<file path="src/rtl/tmr_irq_pkg.sv">
package tmr_irq_pkg;
  localparam int NSRC = 8;
  localparam int IDW  = $clog2(NSRC);
  localparam int NTMR_OVF = 2;
  // flag positions of the overflow sources, indexed by mode bit
  localparam int OVF_POS [NTMR_OVF] = '{4, 7};
  // urgency order, most urgent first
  localparam logic [IDW-1:0] PRIO_ORDER [NSRC] =
    '{3'd7, 3'd6, 3'd5, 3'd3, 3'd4, 3'd2, 3'd1, 3'd0};
  typedef logic [NSRC-1:0] src_vec_t;
  typedef logic [IDW-1:0]  src_id_t;
endpackage

</file>
<file path="src/rtl/tmr_flag_bit.sv">
module tmr_flag_bit (
  input  logic clk,
  input  logic rst_n,
  input  logic set_i,
  input  logic clr_i,
  output logic q_o
);
  always_ff @(posedge clk or negedge rst_n) begin
    if (!rst_n)     q_o <= 1'b0;
    else if (set_i) q_o <= 1'b1;   // set has precedence over clear
    else if (clr_i) q_o <= 1'b0;
  end
endmodule

</file>
<file path="src/rtl/tmr_prio_pick.sv">
module tmr_prio_pick
  import tmr_irq_pkg::*;
(
  input  src_vec_t req_i,
  output logic     vld_o,
  output src_id_t  id_o
);
  always_comb begin
    vld_o = 1'b0;
    id_o  = '0;
    // walk from least urgent up so the most urgent winner is written last
    for (int r = NSRC - 1; r >= 0; r--) begin
      if (req_i[PRIO_ORDER[r]]) begin
        vld_o = 1'b1;
        id_o  = PRIO_ORDER[r];
      end
    end
  end
endmodule

</file>
<file path="src/rtl/tmr_irq_ctrl.sv">
module tmr_irq_ctrl
  import tmr_irq_pkg::*;
(
  input  logic       clk,
  input  logic       rst_n,
  input  logic [7:0] evt_i,
  input  logic [1:0] leave0_i,
  input  logic [1:0] pwm_i,
  input  logic       gie_i,
  input  logic       wr_en_i,
  input  logic       wr_sel_i,
  input  logic [7:0] wr_data_i,
  input  logic       ack_vld_i,
  input  logic [2:0] ack_id_i,
  output logic [7:0] rd_flag_o,
  output logic [7:0] rd_mask_o,
  output logic [7:0] irq_o,
  output logic       irq_vld_o,
  output logic [2:0] irq_id_o
);
  src_vec_t ev_eff;
  src_vec_t clr_vec;
  src_vec_t ack_vec;
  src_vec_t flag_q;
  src_vec_t mask_q;

  // overflow strobe selection per timer
  always_comb begin
    ev_eff = evt_i;
    for (int t = 0; t < NTMR_OVF; t++) begin
      if (pwm_i[t]) ev_eff[OVF_POS[t]] = leave0_i[t];
    end
  end

  always_comb begin
    ack_vec = '0;
    if (ack_vld_i) ack_vec[ack_id_i] = 1'b1;
    clr_vec = ack_vec;
    if (wr_en_i && !wr_sel_i) clr_vec = clr_vec | wr_data_i;
  end

  for (genvar i = 0; i < NSRC; i++) begin : g_flag
    tmr_flag_bit u_bit (
      .clk   (clk),
      .rst_n (rst_n),
      .set_i (ev_eff[i]),
      .clr_i (clr_vec[i]),
      .q_o   (flag_q[i])
    );
  end

  always_ff @(posedge clk or negedge rst_n) begin
    if (!rst_n)                  mask_q <= '0;
    else if (wr_en_i && wr_sel_i) mask_q <= wr_data_i;
  end

  assign rd_flag_o = flag_q;
  assign rd_mask_o = mask_q;
  assign irq_o     = {NSRC{gie_i}} & mask_q & flag_q;

  tmr_prio_pick u_pick (
    .req_i (irq_o),
    .vld_o (irq_vld_o),
    .id_o  (irq_id_o)
  );
endmodule

</file>
<file path="config.mk">
export PLATFORM = sky130hd
export DESIGN_NAME = tmr_irq_ctrl
export DESIGN_NICKNAME = d
export VERILOG_FILES = /design/src/rtl/tmr_irq_pkg.sv /design/src/rtl/tmr_flag_bit.sv /design/src/rtl/tmr_prio_pick.sv /design/src/rtl/tmr_irq_ctrl.sv
export SDC_FILE = /design/constraint.sdc
export NUM_CORES = 1
export LEC_CHECK = 0
export ABC_CLOCK_PERIOD_IN_PS = 1170
export BUFFER_PORTS_ARGS = -buffer_cell sky130_fd_sc_hd__buf_2
export CAP_MARGIN = 25
export CORE_MARGIN = 1
export CORE_UTILIZATION = 41
export DETAILED_ROUTE_END_ITERATION = 6
export HOLD_SLACK_MARGIN = 0.12
export MAX_ROUTING_LAYER = met4
export PLACE_DENSITY = 0.77
export SYNTH_ARGS = -nofsm -noshare
export SYNTH_HDL_FRONTEND = slang
export SYNTH_SLANG_ARGS = --single-unit
</file>
<file path="constraint.sdc">
create_clock -name clk -period 1.17 [get_ports clk]
set_input_delay 0.1755 -clock clk [delete_from_list [all_inputs] [get_ports clk]]
set_output_delay 0.1755 -clock clk [all_outputs]
set_load 0.01 [all_outputs]
</file>
==> impl_metrics.tcl <==
set metrics [dict create \
    slew_violations 0 \
    synth_edf_count 0 \
    antenna_found_initial 0 \
    critical_path_arrival_ns 1.45 \
    dieWidth_um 48.5 \
    ys_async_sr_fraction 1.00 \
    dpl_cell_area_mm2 0.00127 \
    layout_min_cycle_time_ns 1.62 \
    drive_above_1_share 0.674 \
    layout_commonest_cell "buf_6" \
    cp_max_fo 2 \
    rr_startpoint "g_flag[4].u_bit.q_o" \
    finalCritPeriodShare 1.39 \
    yosysUniqueCellTypes 24 \
    setup_tns_ns -3.35 \
    use_met1 0.322 \
    dp_hpwl_um 2050 \
    met3_usage 0.0881 \
    gr-total-overflow 0 \
    r2r_cells 3 \
    clkSinkCount 16 \
    fp.dieH_um 48.5 \
    hold_start "wr_data_i[7]" \
    routabilityCongestion 0.814 \
    die-area_mm2 0.00236 \
    synth-seq-area-share 0.451 \
    ant_nets 0 \
    post-route-drc-count 0 \
    syn_to_final_growth_pct 96.3 \
    top_usage_layer "met2" \
    rows 16 \
    clock_skew_ns 0 \
    synth_nets 113 \
    r2r_end "g_flag[4].u_bit.q_o" \
    powerDensity_mw_per_mm2 1120 \
    required_ns 0.99 \
    leakagePower_nw 0.830 \
    met2_usage 0.538 \
    synth_area_leaders "dfrtp_1, mux2_2, buf_4" \
    hp-class "input port to flop" \
    antenna_cells 0 \
    grtUsageTotal 0.316 \
    endpoint "irq_vld_o" \
    violations "negative setup slack" \
    wl_per_cell_um 22.5 \
    critPathCaptureType "primary output" \
    fin_area_mm2 0.00174 \
    ys_ff_latch 16 \
    grt_pass1_wl_um 5420 \
    reg2reg_slack_ns 0.01 \
    worstSetupPathType "flop to primary output" \
    grt_max_degree 17 \
    outcome "finished, violations left" \
    ys.flop_type "dfrtp_1" \
    synth_top_cell_by_area "dfrtp_1" \
    vias 1202 \
    layout_common_cells "buf_6, buf_2, dfrtp_1" \
    clk_pin_slew_ns 0.10 \
    worstMarginPinSlew_ns 0.383 \
    io_buffers 56 \
    startpoint "g_flag[0].u_bit.q_o" \
    dr.pass1.iters 4 \
    numCtsBuffers 3 \
    fmaxAchievable_ghz 0.616 \
    cap_violations 0 \
    syn_area_um2 888 \
    finalSetupViolCount 21 \
    coreArea_mm2 0.00200 \
    final_nets 202 \
    cp-start-kind "flop" \
    syn_inst 84 \
    clk_latency_ns 0.28 \
    setup_ws_ns -0.453 \
    maxSlewHeadroom 0.745 \
    cts_buffer_depth 2 \
    power_mw 1.96 \
    fill_cells 102 \
    synth_top_area_share 0.451 \
    drt_wl_total_um 4480 \
    seqCellArea_um2 400 \
    start_util 0.444 \
    avgSynthCellArea_um2 10.6 \
    ios 57 \
    clock-root-buffer "clkbuf_4" \
    yosysWarnings 0 \
    vias_per_cell 6.04 \
    cts_tree "yes" \
    grt_pass1_vias 1180 \
    rsz0062_at_grt "true" \
    hold_viol 0 \
    drt-initial-drc-count 31 \
    multiInputGateArea_um2 472 \
    vdd_drop_max_v 0.000938 \
    htree_levels 1 \
]
-- report_power, final --
group	switching, mW	internal [mW]	leakage [nW]
sequential	0.0657	0.614	0.172
combinational	0.387	0.517	0.637
clock	0.183	0.189	0.0210
-- metal layers --
| layer | vias up | wire length, um |
|---|---|---|
| li1 | 484 | - |
| met1 | 551 | 1430 |
| met2 | 118 | 2130 |
| met3 | 49 | 435 |
| met4 | 0 | 478 |
| met5 | - | 0 |
-- timing repair --
| item | CTS | global route |
|---|---|---|
| buffers inserted | 7 | 13 |
| setup endpoints to repair | 12 | 25 |
| hold buffers | 7 | 1 |
| gates resized for setup | 41 | 23 |
| pin swaps | 4 | 8 |
| hold endpoints to repair | 22 | 1 |
-- flip-flops by register name (all words and copies together), names as in the netlist --
name	flops
g_flag.u_bit.q_o	8
rd_mask_o	8
-- cells in the mapped netlist (2+ instances only) --
library cell and count:
dfrtp_1 16, buf_4 8, nand2_1 8, a22oi_1 4
a22o_1 2, a21oi_1 2, a31o_2 3, nand4_1 2
nor2b_1 2, and3_1 7, a21o_1 4, mux2_2 9
inv_1 3, a32oi_1 4
-- cell families (layout without fill, tap and decap cells) --
| family | Yosys count | after routing | share of synthesized area |
|---|---|---|---|
| multiplexers | 9 | 9 | 0.114 |
| AND/OR/NAND/NOR | 23 | 23 | 0.141 |
| buffers and inverters | 13 | 101 | 0.0915 |
| flip-flops | 16 | 16 | 0.451 |
| AO/OA/AOI/OAI | 23 | 23 | 0.203 |
-- worst max-delay path, cell delays in order, from the launching register on --
cell and delay [ns]:
dfrtp_1 0.44, a22oi_2 0.23, nand2_1 0.12, o31a_1 0.25, buf_2 0.14
-- final cells by class --
| cell class | instances | area share |
|---|---|---|
| flip-flops and latches | 16 | 0.230 |
| clock buffers | 4 | 0.0208 |
| well taps | 27 | 0.0194 |
| repair buffers | 94 | 0.453 |
| inverters | 3 | 0.00646 |
| multi-input cells | 55 | 0.270 |
-- metrics by stage --
stage	util	std cells	hold WS, ns	worst slack (ns)
6_report	0.871	199	0.134	-0.453
2_1_floorplan	-	84	-0.120	0.0125
5_1_grt	0.871	199	0.114	-0.492
4_1_cts	0.808	193	0.127	-0.384
3_3_place_gp	0.633	175	0.0998	-0.0446
3_5_place_dp	0.633	175	0.105	-0.0678
-- how the worst min path moves through the flow --
| stage | to | depth (start not counted) |
|---|---|---|
| global route | rd_mask_o[7] | 2 |
| floorplan | g_flag[0].u_bit.q_o | 0 |
| global placement | rd_mask_o[3] | 1 |
| detailed placement | rd_mask_o[3] | 1 |
| CTS | rd_mask_o[3] | 2 |
| finish | rd_mask_o[7] | 2 |
Power figures use the tool's default switching activity.
